File: config.mk
export PLATFORM = sky130hd
export DESIGN_NAME = arpwm_timer
export DESIGN_NICKNAME = d
export VERILOG_FILES = /design/src/rtl/arpwm_pkg.sv /design/src/rtl/arpwm_counter.sv /design/src/rtl/arpwm_regs.sv /design/src/rtl/arpwm_out.sv /design/src/rtl/arpwm_timer.sv
export SDC_FILE = /design/constraint.sdc
export NUM_CORES = 1
export LEC_CHECK = 0
export ABC_AREA = 1
export CORE_ASPECT_RATIO = 1.25
export CORE_UTILIZATION = 35
export DETAILED_ROUTE_END_ITERATION = 8
export GPL_ROUTABILITY_DRIVEN = 1
export MAX_ROUTING_LAYER = met4
export SYNTH_ARGS = -nofsm -noshare
export SYNTH_HDL_FRONTEND = slang
export SYNTH_SLANG_ARGS = --single-unit
File: constraint.sdc
create_clock -name clk_i -period 4.46 [get_ports clk_i]
set_clock_uncertainty 0.05 [all_clocks]
set_input_delay 0.892 -clock clk_i [delete_from_list [all_inputs] [get_ports clk_i]]
set_output_delay 0.892 -clock clk_i [all_outputs]
set_load 0.05 [all_outputs]
File: src/rtl/arpwm_pkg.sv
package arpwm_pkg;
  localparam int DATA_W = 8;
  localparam int ADDR_W = 3;

  // register addresses
  localparam logic [ADDR_W-1:0] A_REL_LO  = 3'd0;
  localparam logic [ADDR_W-1:0] A_REL_HI  = 3'd1;
  localparam logic [ADDR_W-1:0] A_DUTY_LO = 3'd2;
  localparam logic [ADDR_W-1:0] A_DUTY_HI = 3'd3;
  localparam logic [ADDR_W-1:0] A_CTRL    = 3'd4;
  localparam logic [ADDR_W-1:0] A_FLAGS   = 3'd5;

  // control bit positions
  localparam int CTRL_TRAN = 2;
  localparam int CTRL_OE   = 3;

  localparam logic [1:0] CS_OFF  = 2'b00;
  localparam logic [1:0] CS_FULL = 2'b01;

  // count step decision from clock select and prescaled tick
  function automatic logic step_ok(input logic [1:0] cs, input logic tick);
    return (cs == CS_FULL) || (cs[1] && tick);
  endfunction
endpackage

File: src/rtl/arpwm_counter.sv
module arpwm_counter #(
  parameter int CNT_W = 12
) (
  input  logic             clk_i,
  input  logic             rst_ni,
  input  logic             step_i,
  input  logic [CNT_W-1:0] reload_i,
  input  logic [CNT_W-1:0] duty_i,
  output logic [CNT_W-1:0] count_o,
  output logic             ovf_evt_o,
  output logic             rel_evt_o,
  output logic             match_evt_o
);
  localparam logic [CNT_W-1:0] TOP = '1;

  logic [CNT_W-1:0] count_q;

  function automatic logic [CNT_W-1:0] next_count(input logic [CNT_W-1:0] c,
                                                  input logic [CNT_W-1:0] rel);
    return (c == TOP) ? rel : c + 1'b1;
  endfunction

  assign ovf_evt_o   = step_i && (count_q == TOP);
  assign rel_evt_o   = step_i && (count_q == reload_i);
  assign match_evt_o = step_i && (count_q == duty_i);
  assign count_o     = count_q;

  always_ff @(posedge clk_i or negedge rst_ni) begin
    if (!rst_ni)     count_q <= '0;
    else if (step_i) count_q <= next_count(count_q, reload_i);
  end

  // overflow lands on the start value
  p_reload_r2: assert property (@(posedge clk_i) disable iff (!rst_ni)
    ovf_evt_o |=> (count_q == $past(reload_i)));
  // ordinary step adds one
  p_count_up_r1: assert property (@(posedge clk_i) disable iff (!rst_ni)
    (step_i && count_q != TOP) |=> (count_q == $past(count_q) + 1'b1));
endmodule

File: src/rtl/arpwm_regs.sv
module arpwm_regs
  import arpwm_pkg::*;
#(
  parameter int CNT_W = 12
) (
  input  logic              clk_i,
  input  logic              rst_ni,
  input  logic              wr_en_i,
  input  logic [ADDR_W-1:0] wr_addr_i,
  input  logic [DATA_W-1:0] wr_data_i,
  input  logic              ovf_evt_i,
  output logic [CNT_W-1:0]  reload_o,
  output logic [CNT_W-1:0]  duty_o,
  output logic [1:0]        cs_o,
  output logic              oe_o,
  output logic              clr_ovf_o,
  output logic              clr_cmp_o
);
  localparam int HI_W = CNT_W - DATA_W;

  logic [DATA_W-1:0] rel_lo_q;
  logic [CNT_W-1:0]  reload_q, duty_pre_q, duty_sh_q;
  logic [1:0]        cs_q;
  logic              tran_q, oe_q;
  logic              unused_bits;

  function automatic logic hit(input logic [ADDR_W-1:0] a);
    return wr_en_i && (wr_addr_i == a);
  endfunction

  assign unused_bits = ^wr_data_i[DATA_W-1:HI_W];

  always_ff @(posedge clk_i or negedge rst_ni) begin
    if (!rst_ni) begin
      rel_lo_q   <= '0;
      reload_q   <= '0;
      duty_pre_q <= '0;
      duty_sh_q  <= '0;
      cs_q       <= CS_OFF;
      tran_q     <= 1'b0;
      oe_q       <= 1'b0;
    end else begin
      if (hit(A_REL_LO))  rel_lo_q <= wr_data_i;
      if (hit(A_REL_HI))  reload_q <= {wr_data_i[HI_W-1:0], rel_lo_q};
      if (hit(A_DUTY_LO)) duty_pre_q[DATA_W-1:0] <= wr_data_i;
      if (hit(A_DUTY_HI)) duty_pre_q[CNT_W-1:DATA_W] <= wr_data_i[HI_W-1:0];
      if (hit(A_CTRL)) begin
        cs_q   <= wr_data_i[1:0];
        tran_q <= wr_data_i[CTRL_TRAN];
        oe_q   <= wr_data_i[CTRL_OE];
      end
      if (ovf_evt_i && tran_q) duty_sh_q <= duty_pre_q;
    end
  end

  assign reload_o  = reload_q;
  assign duty_o    = duty_sh_q;
  assign cs_o      = cs_q;
  assign oe_o      = oe_q;
  assign clr_ovf_o = hit(A_FLAGS) && wr_data_i[0];
  assign clr_cmp_o = hit(A_FLAGS) && wr_data_i[1];

  // low byte alone never moves the committed start value
  p_lo_hold_r10: assert property (@(posedge clk_i) disable iff (!rst_ni)
    hit(A_REL_LO) |=> $stable(reload_q));
  // active duty changes only on overflow with transfer set
  p_shadow_hold_r5: assert property (@(posedge clk_i) disable iff (!rst_ni)
    !(ovf_evt_i && tran_q) |=> $stable(duty_sh_q));
endmodule

File: src/rtl/arpwm_out.sv
module arpwm_out #(
  parameter int CNT_W = 12
) (
  input  logic             clk_i,
  input  logic             rst_ni,
  input  logic             ovf_evt_i,
  input  logic             rel_evt_i,
  input  logic             match_evt_i,
  input  logic [CNT_W-1:0] duty_i,
  input  logic             oe_i,
  input  logic             clr_ovf_i,
  input  logic             clr_cmp_i,
  output logic             pwm_o,
  output logic             ovf_flag_o,
  output logic             cmp_flag_o
);
  localparam logic [CNT_W-1:0] FULL = '1;

  logic pwm_q, ovf_q, cmp_q;
  logic fall_evt;

  // set-priority sticky flag update
  function automatic logic sticky(input logic cur, input logic set, input logic clr);
    return set || (cur && !clr);
  endfunction

  assign fall_evt = match_evt_i && (duty_i != FULL);

  always_ff @(posedge clk_i or negedge rst_ni) begin
    if (!rst_ni) begin
      pwm_q <= 1'b0;
      ovf_q <= 1'b0;
      cmp_q <= 1'b0;
    end else begin
      if (fall_evt)       pwm_q <= 1'b0;
      else if (rel_evt_i) pwm_q <= 1'b1;
      ovf_q <= sticky(ovf_q, ovf_evt_i, clr_ovf_i);
      cmp_q <= sticky(cmp_q, match_evt_i, clr_cmp_i);
    end
  end

  assign pwm_o      = pwm_q && oe_i;
  assign ovf_flag_o = ovf_q;
  assign cmp_flag_o = cmp_q;

  // an overflow always leaves the flag set
  p_ovf_set_r11: assert property (@(posedge clk_i) disable iff (!rst_ni)
    ovf_evt_i |=> ovf_q);
  // a compare always leaves the flag set
  p_cmp_set_r6: assert property (@(posedge clk_i) disable iff (!rst_ni)
    match_evt_i |=> cmp_q);
  // full duty never drops a high output
  p_full_duty_r8: assert property (@(posedge clk_i) disable iff (!rst_ni)
    (duty_i == FULL && pwm_q) |=> pwm_q);
endmodule

File: src/rtl/arpwm_timer.sv
module arpwm_timer
  import arpwm_pkg::*;
#(
  parameter int CNT_W = 12
) (
  input  logic              clk_i,
  input  logic              rst_ni,
  input  logic              tick_i,
  input  logic              wr_en_i,
  input  logic [ADDR_W-1:0] wr_addr_i,
  input  logic [DATA_W-1:0] wr_data_i,
  output logic              pwm_o,
  output logic              pwm_oe_o,
  output logic              ovf_flag_o,
  output logic              cmp_flag_o
);
  logic [CNT_W-1:0] reload, duty_sh, count;
  logic [1:0]       cs;
  logic             oe, clr_ovf, clr_cmp;
  logic             step, ovf_evt, rel_evt, match_evt;

  assign step     = step_ok(cs, tick_i);
  assign pwm_oe_o = oe;

  arpwm_regs #(.CNT_W(CNT_W)) u_regs (
    .clk_i, .rst_ni, .wr_en_i, .wr_addr_i, .wr_data_i,
    .ovf_evt_i(ovf_evt), .reload_o(reload), .duty_o(duty_sh),
    .cs_o(cs), .oe_o(oe), .clr_ovf_o(clr_ovf), .clr_cmp_o(clr_cmp)
  );

  arpwm_counter #(.CNT_W(CNT_W)) u_cnt (
    .clk_i, .rst_ni, .step_i(step), .reload_i(reload), .duty_i(duty_sh),
    .count_o(count), .ovf_evt_o(ovf_evt), .rel_evt_o(rel_evt),
    .match_evt_o(match_evt)
  );

  arpwm_out #(.CNT_W(CNT_W)) u_out (
    .clk_i, .rst_ni, .ovf_evt_i(ovf_evt), .rel_evt_i(rel_evt),
    .match_evt_i(match_evt), .duty_i(duty_sh), .oe_i(oe),
    .clr_ovf_i(clr_ovf), .clr_cmp_i(clr_cmp), .pwm_o(pwm_o),
    .ovf_flag_o(ovf_flag_o), .cmp_flag_o(cmp_flag_o)
  );

  // stopped clock select freezes the count
  p_stop_r7: assert property (@(posedge clk_i) disable iff (!rst_ni)
    (cs == CS_OFF) |=> $stable(count));
endmodule

After elaboration in Yosys (flattened, before gate mapping)
Cells that the tools add are included.
{ "word_totals": {"regBits": 63, "latchBits": 0, "ramBits": 0, "mem_bits_ro": 0, "wordCells": 50, "mem_count": 0} }
{ "op_classes": {"addsub": 1, "n_mul": 0, "div": 0, "n_lt_le_gt_ge": 0, "eq_ne": 10, "shifts": 0, "mux": 3, "bitwise_logic": 0, "reduce_logical": 24} }
{ "ops": {"columns": ["cell", "count"], "rows": [
  ["12-bit equality test", 2],
  ["1-bit logical AND", 17],
  ["12-bit by 1-bit adder with 12-bit output (second input constant)", 1],
  ["12-bit equality test (second input constant)", 1],
  ["12-bit two-way mux", 1],
  ["12-bit inequality test (second input constant)", 1],
  ["3-bit by 2-bit equality test with 1-bit output (second input constant)", 2],
  ["3-bit equality test (second input constant)", 2],
  ["3-bit by 1-bit equality test with 1-bit output (second input constant)", 1],
  ["3-bit zero test", 1],
  ["1-bit logical OR", 3],
  ["2-bit by 1-bit equality test with 1-bit output (second input constant)", 1],
  ["1-bit zero test", 2],
  ["1-bit two-way mux", 2],
  ["2-bit nonzero test", 1]
]} }

Depth between registers and ports, before layout
Gate-level depths: netlist of run 1.
{ "logic_depth": {"ltp_word": 6, "ltp_mapped": 11, "depth_no_buf": 10} }

Hierarchy
From an unflattened synthesis of run 1, not the netlist that was laid out.
{ "hier_totals": {"hier_cells": 444, "hier_area_um2": 3378.2} }
{ "by_module_without_submodules": {"columns": ["module", "n_inst", "cells_per_inst", "area_each_um2", "seq_area_each_um2"], "rows": [
  ["arpwm_regs", 1, 221, 1976.9, 1201.2],
  ["arpwm_counter", 1, 198, 1229.9, 300.3],
  ["arpwm_out", 1, 21, 156.4, 75.1],
  ["arpwm_timer", 1, 4, 15.0, 0.0]
]} }

Worst setup path after synthesis of run 1
OpenSTA, ideal clock, no wires.
{ "synth_path": {"kind": "reg-to-output", "start": "reg u_regs.oe_q (netlist: u_regs.oe_o)", "end": "out pwm_o", "arrival_time_ns": 1.036, "required_ns": 3.518, "path_slack_ns": 2.482, "stages_incl_launch_ff": 3, "n_path_buf": 0, "cell_sequence": "dfrtp_1 nand2_1 inv_1"} }
{ "synth_between": {"elab_chain_cells": 1} }
{ "synth_lines": {"columns": ["element", "line", "rtl"], "rows": [
  ["start, declared", "arpwm_regs.sv:24", "logic tran_q, oe_q;"],
  ["start signal, assigned", "arpwm_regs.sv:50", "oe_q <= wr_data_i[CTRL_OE];"],
  ["1-bit logical AND", "arpwm_out.sv:42", "assign pwm_o = pwm_q && oe_i;"],
  ["end, declared", "arpwm_timer.sv:12", "output logic pwm_o,"]
]} }
No other way between the ends.

Final worst setup path of run 1
Ends and elaborated chain as after synthesis.

==> reports/qor.yml, run 1 <==
status:
  status: "finished clean"
floorplan:
  rows: 39
  num_io_pins: 19
  dieWidth_um: 88.3
  core_mm2: 0.00908
  die-area_mm2: 0.00971
  die-height_um: 110
  initial_core_util_pct: 35.9
global_route:
  antenna_found_initial: 0
  grt-ovfl-total: 0
  first_global_vias: 2662
  grt_use_total_pct: 18.5
  grt_pass1_wl_um: 13000
  grt_max_degree: 36
min_path:
  min_path_type: "reg2reg"
  min-delay-start: "u_regs.duty_pre_q[9]"
  holdPathEnd: "u_regs.duty_pre_q[9]"
  min_path_cells: 2
power_and_ir_drop:
  p_leak_nw: 1.90
  intPower_mw: 1.29
  p_sw_share_pct: 31.1
  design_power_total_mw: 1.87
  p_seq_share_pct: 41.1
  comb_power_share_pct: 19.8
  switching_power_mw: 0.582
  irDropWorstVdd_mv: 0.223
  power_density_mw_per_mm2: 489
  p_clk_share_pct: 39.0
cts:
  cts_setup_buffers: 0
  ctsRootBufferMaster: "clkbuf_16"
  cts_tree: "yes"
  clockBufferDepth: 2
  cts_buffers: 9
  htreeDepth: 3
  clk_pin_slew_ns: 0.05
  hold_buffers: 0
  ctsResizeCount: 0
  clock_latency_ns: 0.32
  clock_sinks: 63
sta:
  drv_slew: 0
  fin_crit_ns: 2.56
  holdWs_ns: 0.434
  setup_violations: 0
  tightest_slew_ns: 0.721
  max_freq_mhz: 390
  slew_headroom_pct: 51.8
  hold_viol_final: 0
  min_period_over_period_pct: 57.5
  rsz0062_at_grt: "false"
  fin_tns_setup_ns: 0
critical_path:
  worst_ep_arrival_time_ns: 1.62
  startpoint_type: "register"
  cp-end-kind: "output pin"
  path_class: "reg2out"
  crit_fanout: 3
  reg2reg_to: "u_regs.duty_o[10]"
  reg2reg_depth: 8
  crit_required_ns: 3.52
  rr_startpoint: "u_cnt.count_o[0]"
  r2r_slack_ns: 2.45
detailed_routing:
  drc: 0
  drt-initial-drc-count: 190
  finalWirelength_um: 7670
  via_count: 2738
  routed_via_density: 4.68
  antenna_left: 0
  wl_per_cell_um: 13.1
  drt_pass1_iterations: 4
placed_design:
  port_buffers: 18
  hpwl_um: 5570
  gp_congestion: 0.861
synthesis:
  seq_area_frac_synth_pct: 48.3
  syn-cell-area_mm2: 0.00326
  synthesis.nets: 459
  synth_warnings: 0
  synth_cell_types: 24
  yosys_register_bits: 63
  synthCells: 443
  synth.avg_cell_area_um2: 7.36
final_layout:
  final_cell_mix: "nand2_1 (163), dfrtp_1 (63), inv_1 (53)"
  n_antenna_cell: 0
  synthToLayoutAreaGrowth_pct: 17.4
  nNetsFinal: 474
  final_common_cell: "nand2_1"
  drive_gt1_share_pct: 5.41
job:
  cap_violations: 0
## sequential cells by signal, summed over array words and instances (netlist names)
signal             count
u_cnt.count_o         12
u_regs.duty_o         12
u_regs.duty_pre_q     12
u_regs.reload_o       12
u_regs.rel_lo_q        8
u_regs.cs_o            2
u_out.cmp_flag_o       1
u_out.ovf_flag_o       1
u_out.pwm_q            1
u_regs.oe_o            1
u_regs.tran_q          1
## worst max-delay path by stage
stage           startpoint           endpoint  slack [ns]  depth (start not counted)
2_1_floorplan  u_regs.oe_o              pwm_o        2.48                          2
3_3_place_gp        tick_i  u_cnt.count_o[10]        1.71                          8
3_5_place_dp        tick_i  u_cnt.count_o[10]        1.65                          8
4_1_cts        u_regs.oe_o              pwm_o        1.88                          3
5_1_grt             tick_i  u_cnt.count_o[10]        1.75                          8
6_report       u_regs.oe_o              pwm_o        1.90                          3
## cell usage after synthesis, drive strengths merged
| master | instances | area [µm²] |
|---|---|---|
| buf | 9 | 57.6 |
| nand2 | 165 | 629 |
| nor3 | 4 | 20.0 |
| xor2 | 2 | 17.5 |
| dfrtp | 63 | 1580 |
| inv | 53 | 199 |
| nor2 | 39 | 175 |
| xnor2 | 5 | 43.8 |
| nand4 | 7 | 43.8 |
| clkbuf | 6 | 23.8 |
| a21oi | 11 | 55.1 |
| nand3 | 32 | 178 |
| o21ai | 46 | 230 |
| ha | 1 | 12.5 |
## per-layer routing
metal  vias to the layer above  track usage [%]  routed length, µm
li1                       1416                -                  -
met2                        45             28.2               3750
met4                         0             8.29                200
met3                        10             3.38                166
met1                      1267             23.9               3560
met5                         -                -                  0
## critical path: stages, from the launching register on
cell and delay, ns:
dfrtp_1 0.39, nand2_1 0.07, inv_1 0.05, clkdlybuf4s50_1 0.79
## area by class of cell
| class | instances | area (µm²) |
|---|---|---|
| multi-input combinational | 312 | 1410 |
| timing repair buffer | 19 | 183 |
| tap | 123 | 154 |
| clock buffer | 9 | 225 |
| inverter | 53 | 199 |
| clock inverter | 6 | 86.3 |
| fill | 965 | 5250 |
| sequential | 63 | 1580 |
## through the flow
stage	setup WS, ns	util, %	cells	cell area (µm²)
after global routing	1.75	42.2	585	3830
after detailed placement	1.65	38.8	570	3520
final	1.90	42.2	585	3830
after CTS	1.88	42.2	585	3830
after global placement	1.71	38.8	570	3520
after floorplan	2.48	-	443	3260
## power groups by stage
stage               clock network, mW  logic, mW  registers [mW]
floorplan                           0      0.270           0.754
global placement                    0      0.364           0.775
detailed placement                  0      0.373           0.777
CTS                             0.744      0.375           0.769
global route                    0.774      0.433           0.784
finish                          0.730      0.371           0.769
## cells by family after synthesis
| group | count (synthesis) | share of synthesized area, % |
|---|---|---|
| xor+xnor | 7 | 1.88 |
| buf+inv | 68 | 8.59 |
| simple gates | 247 | 32.1 |
| fa+ha+maj | 1 | 0.384 |
| compound gates | 57 | 8.75 |
| flops | 63 | 48.3 |
Power figures use the tool's default switching activity.
==> inputs of run 2 (changes only) <==
Clock period 4.46 ns to 2.4 ns, I/O delays scaled along.
==> run 2 against run 1 <==
Net effect:
- final cell count up 0.68%
- critical path depth did not move
- die area stayed put
- critical path type unchanged
- critical endpoint unchanged
- largest power group unchanged
==> reports/qor.yml, run 2 (synthesis results as in run 1) <==
status:
  status: "finished clean"  # unchanged
critical_path:
  worst_ep_arrival_time_ns: 1.62  # about the same
  path_cells: "nand2_1 -> inv_1 -> clkdlybuf4s50_1"  # unchanged
  path_class: "reg2out"  # unchanged
  startpoint_type: "register"  # unchanged
  cp-end-kind: "output pin"  # unchanged
  cp_slowest_cell: "clkdlybuf4s50_1"  # unchanged
  crit_required_ns: 1.87  # was 3.52 ns
  critPathMaxStageDelay_ns: 0.79  # about the same
  crit_fanout: 3  # unchanged
placed_design:
  port_buffers: 18  # unchanged
  placed_cell_area_mm2: 0.00354  # was 0.00352 mm²
  gp_congestion: 0.835  # was 0.861
  hpwl_um: 5570  # about the same
cts:
  clock_latency_ns: 0.33  # was 0.32 ns
  ctsRootBufferMaster: "clkbuf_16"  # unchanged
  clock_sinks: 63  # unchanged
  clockBufferDepth: 2  # unchanged
  cts_buffers: 9  # unchanged
  cts_tree: "yes"  # unchanged
  ctsResizeCount: 0  # unchanged
  cts_setup_buffers: 0  # unchanged
  clk_pin_slew_ns: 0.06  # was 0.05 ns
  hold_buffers: 0  # unchanged
  htreeDepth: 3  # unchanged
power_and_ir_drop:
  comb_power_share_pct: 20.2  # was 19.8%
  irDropWorstVdd_mv: 0.633  # was 0.223 mV
  p_sw_share_pct: 31.3  # was 31.1%
  p_seq_share_pct: 40.5  # was 41.1%
  p_clk_share_pct: 39.3  # was 39.0%
  intPower_mw: 2.42  # was 1.29 mW
  power_density_mw_per_mm2: 913  # was 489 mW/mm²
  switching_power_mw: 1.10  # was 0.582 mW
  p_leak_nw: 1.92  # was 1.90 nW
global_route:
  top_usage_layer: "met2"  # unchanged
  first_global_vias: 2619  # was 2662
  grt_max_degree: 64  # was 36
  grt_use_total_pct: 18.5  # about the same
  antenna_found_initial: 0  # unchanged
  grtUsageMet2_pct: 28.3  # was 28.2%
  grt-ovfl-total: 0  # unchanged
  met1_usage_pct: 24.0  # was 23.9%
  grt_pass1_wl_um: 12900  # was 13000 µm
  grt_use_met3_pct: 2.25  # was 3.38%
detailed_routing:
  routed_via_density: 4.76  # was 4.68
  drt_pass1_iterations: 4  # unchanged
  drt-initial-drc-count: 170  # was 190
  drc: 0  # unchanged
  finalWirelength_um: 7750  # was 7670 µm
  antenna_left: 0  # unchanged
  via_count: 2802  # was 2738
  wl_per_cell_um: 13.2  # was 13.1 µm
floorplan:
  dieWidth_um: 88.3  # unchanged
  die-height_um: 110  # unchanged
  rows: 39  # unchanged
  core_mm2: 0.00908  # unchanged
  initial_core_util_pct: 35.9  # unchanged
  num_io_pins: 19  # unchanged
  die-area_mm2: 0.00971  # unchanged
job:
  cap_violations: 0  # unchanged
final_layout:
  drive_gt1_share_pct: 5.79  # was 5.41%
  nNetsFinal: 477  # was 474
  n_antenna_cell: 0  # unchanged
  synthToLayoutAreaGrowth_pct: 18.2  # was 17.4%
  final_cell_mix: "nand2_1 (163), dfrtp_1 (63), inv_1 (53)"  # unchanged
  fill_cells: 944  # was 965
  final_common_cell: "nand2_1"  # unchanged
  design_area_mm2: 0.00385  # was 0.00383 mm²
min_path:
  min_path_type: "in2async"  # was reg2reg
sta:
  slew_headroom_pct: 48.1  # was 51.8%
  fin_crit_ns: 2.15
  drv_slew: 0  # unchanged
  min_period_over_period_pct: 89.4
  max_freq_mhz: 466
  fin_tns_setup_ns: 0  # unchanged
  holdWs_ns: 0.272  # was 0.434 ns
  rsz0062_at_grt: "false"  # unchanged
  hold_viol_final: 0  # unchanged
  setup_violations: 0  # unchanged
  tightest_slew_ns: 0.779  # was 0.721 ns
[run 2: power by group through the flow]
stage / clock (mW) / combinational (mW) / sequential (mW)
6_report: 1.38 / 0.711 / 1.43
3_5_place_dp: 0 / 0.712 / 1.44
2_1_floorplan: 0 / 0.502 / 1.40
3_3_place_gp: 0 / 0.698 / 1.43
4_1_cts: 1.40 / 0.717 / 1.43
5_1_grt: 1.45 / 0.818 / 1.45
[run 2: per-layer routing]
metal / up-vias / wire length (µm)
met3: 20 / 192
met2: 63 / 3760
met1: 1290 / 3580
li1: 1429 / -
met5: - / 0
met4: 0 / 219
[run 2: final cells by class]
| type | instances | area, µm² | share of cell area, % |
|---|---|---|---|
| Tap cell | 123 | 154 | 3.99 |
| Sequential cell | 63 | 1580 | 40.9 |
| Inverter | 53 | 199 | 5.16 |
| Timing Repair Buffer | 22 | 205 | 5.32 |
| Multi-Input combinational cell | 312 | 1410 | 36.4 |
| Clock buffer | 11 | 233 | 6.04 |
| Clock inverter | 5 | 82.6 | 2.14 |
[run 2: worst paths after layout]
kind / startpoint / endpoint / slack [ns] / depth (start not counted)
max reg2reg: u_cnt.count_o[0] / u_regs.duty_o[7] / 0.46 / 8
min reg2reg: u_regs.duty_pre_q[11] / u_regs.duty_pre_q[11] / 0.44 / 2
min in group clk_i: u_regs.duty_pre_q[11] / u_regs.duty_pre_q[11] / 0.44 / 2
max: u_regs.oe_o / pwm_o / 0.25 / 3
max in group asynchronous: rst_ni / u_regs.duty_o[7] / 1.53 / 2
min: rst_ni / u_cnt.count_o[9] / 0.27 / 2
[run 2: metrics by stage]
| step | setup slack [ns] | instances | util [%] | total power [mW] |
|---|---|---|---|---|
| 2_1_floorplan | 0.834 | 443 | - | 1.90 |
| 3_3_place_gp | 0.392 | 573 | 39.0 | 2.13 |
| 3_5_place_dp | 0.354 | 573 | 39.0 | 2.15 |
| 4_1_cts | 0.250 | 589 | 42.5 | 3.54 |
| 5_1_grt | 0.209 | 589 | 42.5 | 3.72 |
| 6_report | 0.255 | 589 | 42.5 | 3.52 |
[run 2: critical path: cells and delay by family, from the launching register on]
family | cells | cell delay (ns)
buf+inv | 2 | 0.85
flops | 1 | 0.37
simple gates | 1 | 0.07
==> inputs of run 3 (changes only) <==
Settings changed: CORE_ASPECT_RATIO 1.25 to 0.6.
==> run 3 against run 2 <==
Net effect:
- setup slack got worse by 0.013 ns
- core utilization is 1.8 points higher
- via count up 1.5%
- worst hold slack worse by 0.23 ns
- critical path depth is the same
- total power is 3.1% higher
- critical endpoint unchanged
- die area increased by 0.11%
==> reports/qor.yml, run 3 (synthesis results as in run 1) <==
status:
  status: "finished clean"  # unchanged
critical_path:
  cp-endpoint: "pwm_o"  # unchanged
  cp-end-kind: "output pin"  # unchanged
  reg2reg_to: "u_regs.duty_o[8]"  # was u_regs.duty_o[7]
  worst_ep_arrival_time_ns: 1.63  # was 1.62 ns
  r2r_slack_ns: 0.53  # was 0.46 ns
  worstSetupStartpoint: "u_regs.oe_o"  # unchanged
  rr_startpoint: "u_cnt.count_o[1]"  # was u_cnt.count_o[0]
  path_cells: "nand2_1 -> inv_1 -> clkdlybuf4s50_1"  # unchanged
  path_class: "reg2out"  # unchanged
  startpoint_type: "register"  # unchanged
  crit_fanout: 3  # unchanged
  crit_required_ns: 1.87  # about the same
  reg2reg_depth: 8  # unchanged
  cp_slowest_cell: "clkdlybuf4s50_1"  # unchanged
  critPathMaxStageDelay_ns: 0.80  # was 0.79 ns
cts:
  hold_buffers: 0  # unchanged
  cts_setup_buffers: 0  # unchanged
  htreeDepth: 3  # unchanged
  clock_latency_ns: 0.34  # was 0.33 ns
  cts_buffers: 9  # unchanged
  cts_tree: "yes"  # unchanged
  ctsRootBufferMaster: "clkbuf_16"  # unchanged
  clockBufferDepth: 2  # unchanged
  ctsResizeCount: 0  # unchanged
  clk_pin_slew_ns: 0.05  # was 0.06 ns
  clock_sinks: 63  # unchanged
global_route:
  grt_max_degree: 25  # was 64
  first_global_vias: 2627  # was 2619
  antenna_found_initial: 0  # unchanged
  grt_pass1_wl_um: 14400  # was 12900 µm
  grt-ovfl-total: 0  # unchanged
  grt_use_total_pct: 20.6  # was 18.5%
power_and_ir_drop:
  power_density_mw_per_mm2: 934  # was 913 mW/mm²
  p_leak_nw: 1.94  # was 1.92 nW
  irDropWorstVdd_mv: 0.402  # was 0.633 mV
sta:
  drv_slew: 0  # unchanged
  fin_tns_setup_ns: 0  # unchanged
  fin_ws_ns: 0.242  # was 0.255 ns
  hold_viol_final: 0  # unchanged
  slew_headroom_pct: 63.5  # was 48.1%
  setup_violations: 0  # unchanged
  fin_crit_ns: 2.16  # was 2.15 ns
  min_period_over_period_pct: 89.9  # was 89.4%
  tightest_slew_ns: 0.546  # was 0.779 ns
  max_freq_mhz: 463  # was 466 MHz
  rsz0062_at_grt: "false"  # unchanged
floorplan:
  dieWidth_um: 127  # was 88.3 µm
  die-height_um: 76.8  # was 110 µm
  initial_core_util_pct: 37.1  # was 35.9%
  core_mm2: 0.00878  # was 0.00908 mm²
  num_io_pins: 19  # unchanged
  die-area_mm2: 0.00972  # was 0.00971 mm²
  rows: 26  # was 39
placed_design:
  hpwl_um: 6440  # was 5570 µm
  port_buffers: 18  # unchanged
  gp_congestion: 0.901  # was 0.835
  pre_cts_ws_ns: 0.235  # was 0.354 ns
  placed_cell_area_mm2: 0.00356  # was 0.00354 mm²
detailed_routing:
  drc: 0  # unchanged
  via_count: 2844  # was 2802
  drt-initial-drc-count: 256  # was 170
  met2_length_um: 3290  # was 3760 µm
  routed_via_density: 4.90  # was 4.76
  dr.max_layer_used: "met4"  # unchanged
  wl_met1_um: 4800  # was 3580 µm
  antenna_left: 0  # unchanged
  finalWirelength_um: 8700  # was 7750 µm
  drt_pass1_iterations: 5  # was 4
  wl_per_cell_um: 15.0  # was 13.2 µm
  dr_wl_met3_um: 497  # was 192 µm
final_layout:
  design_area_mm2: 0.00389  # was 0.00385 mm²
  drive_gt1_share_pct: 6.40  # was 5.79%
  final_common_cell: "nand2_1"  # unchanged
  n_antenna_cell: 0  # unchanged
  synthToLayoutAreaGrowth_pct: 19.1  # was 18.2%
  final_cell_mix: "nand2_1 (163), dfrtp_1 (63), inv_1 (53)"  # unchanged
  nNetsFinal: 480  # was 477
job:
  cap_violations: 0  # unchanged
min_path:
  min_path_type: "in2async"  # unchanged
[run 3: report_power, final]
part | internal, mW | leakage [nW] | switching [mW]
Combinational | 0.282 | 0.976 | 0.480
Sequential | 1.24 | 0.809 | 0.203
Clock | 0.964 | 0.160 | 0.460
[run 3: layout make-up]
| class | count | area (µm²) |
|---|---|---|
| clock buffers | 13 | 260 |
| clock inverters | 3 | 65.1 |
| fillers | 910 | 4900 |
| inverters | 53 | 199 |
| multi-input cells | 312 | 1410 |
| flip-flops and latches | 63 | 1580 |
| well taps | 112 | 140 |
| repair buffers | 25 | 240 |
[run 3: worst max-delay path: cells and delay by family (launching register included)]
kind / cells / cell delay, ns
flip-flops: 1 / 0.37
AND/OR/NAND/NOR: 1 / 0.06
buffers and inverters: 2 / 0.86
[run 3: worst min-delay path by stage]
stage / cells after the start / to / slack [ns]
final: 1 / u_regs.reload_o[1] / 0.05
after CTS: 1 / u_regs.duty_o[3] / 0.05
after floorplan: 0 / u_cnt.count_o[0] / 0.13
after detailed placement: 1 / u_regs.reload_o[2] / 0.41
after global placement: 1 / u_regs.reload_o[2] / 0.41
after global routing: 1 / u_regs.duty_o[3] / 0.08
[run 3: through the flow]
stage,instances,power [mW],util (%),hold WS [ns]
floorplan,443,1.90,-,0.134
global placement,565,2.18,40.5,0.408
detailed placement,565,2.20,40.5,0.412
CTS,581,3.66,44.2,0.0541
global route,581,3.84,44.2,0.0819
finish,581,3.63,44.2,0.0453
[run 3: routing by layer]
layer | up-vias | global-route usage, %
met5 | - | -
met4 | 0 | 7.23
met3 | 10 | 5.51
met2 | 87 | 25.7
met1 | 1312 | 30.9
li1 | 1435 | -
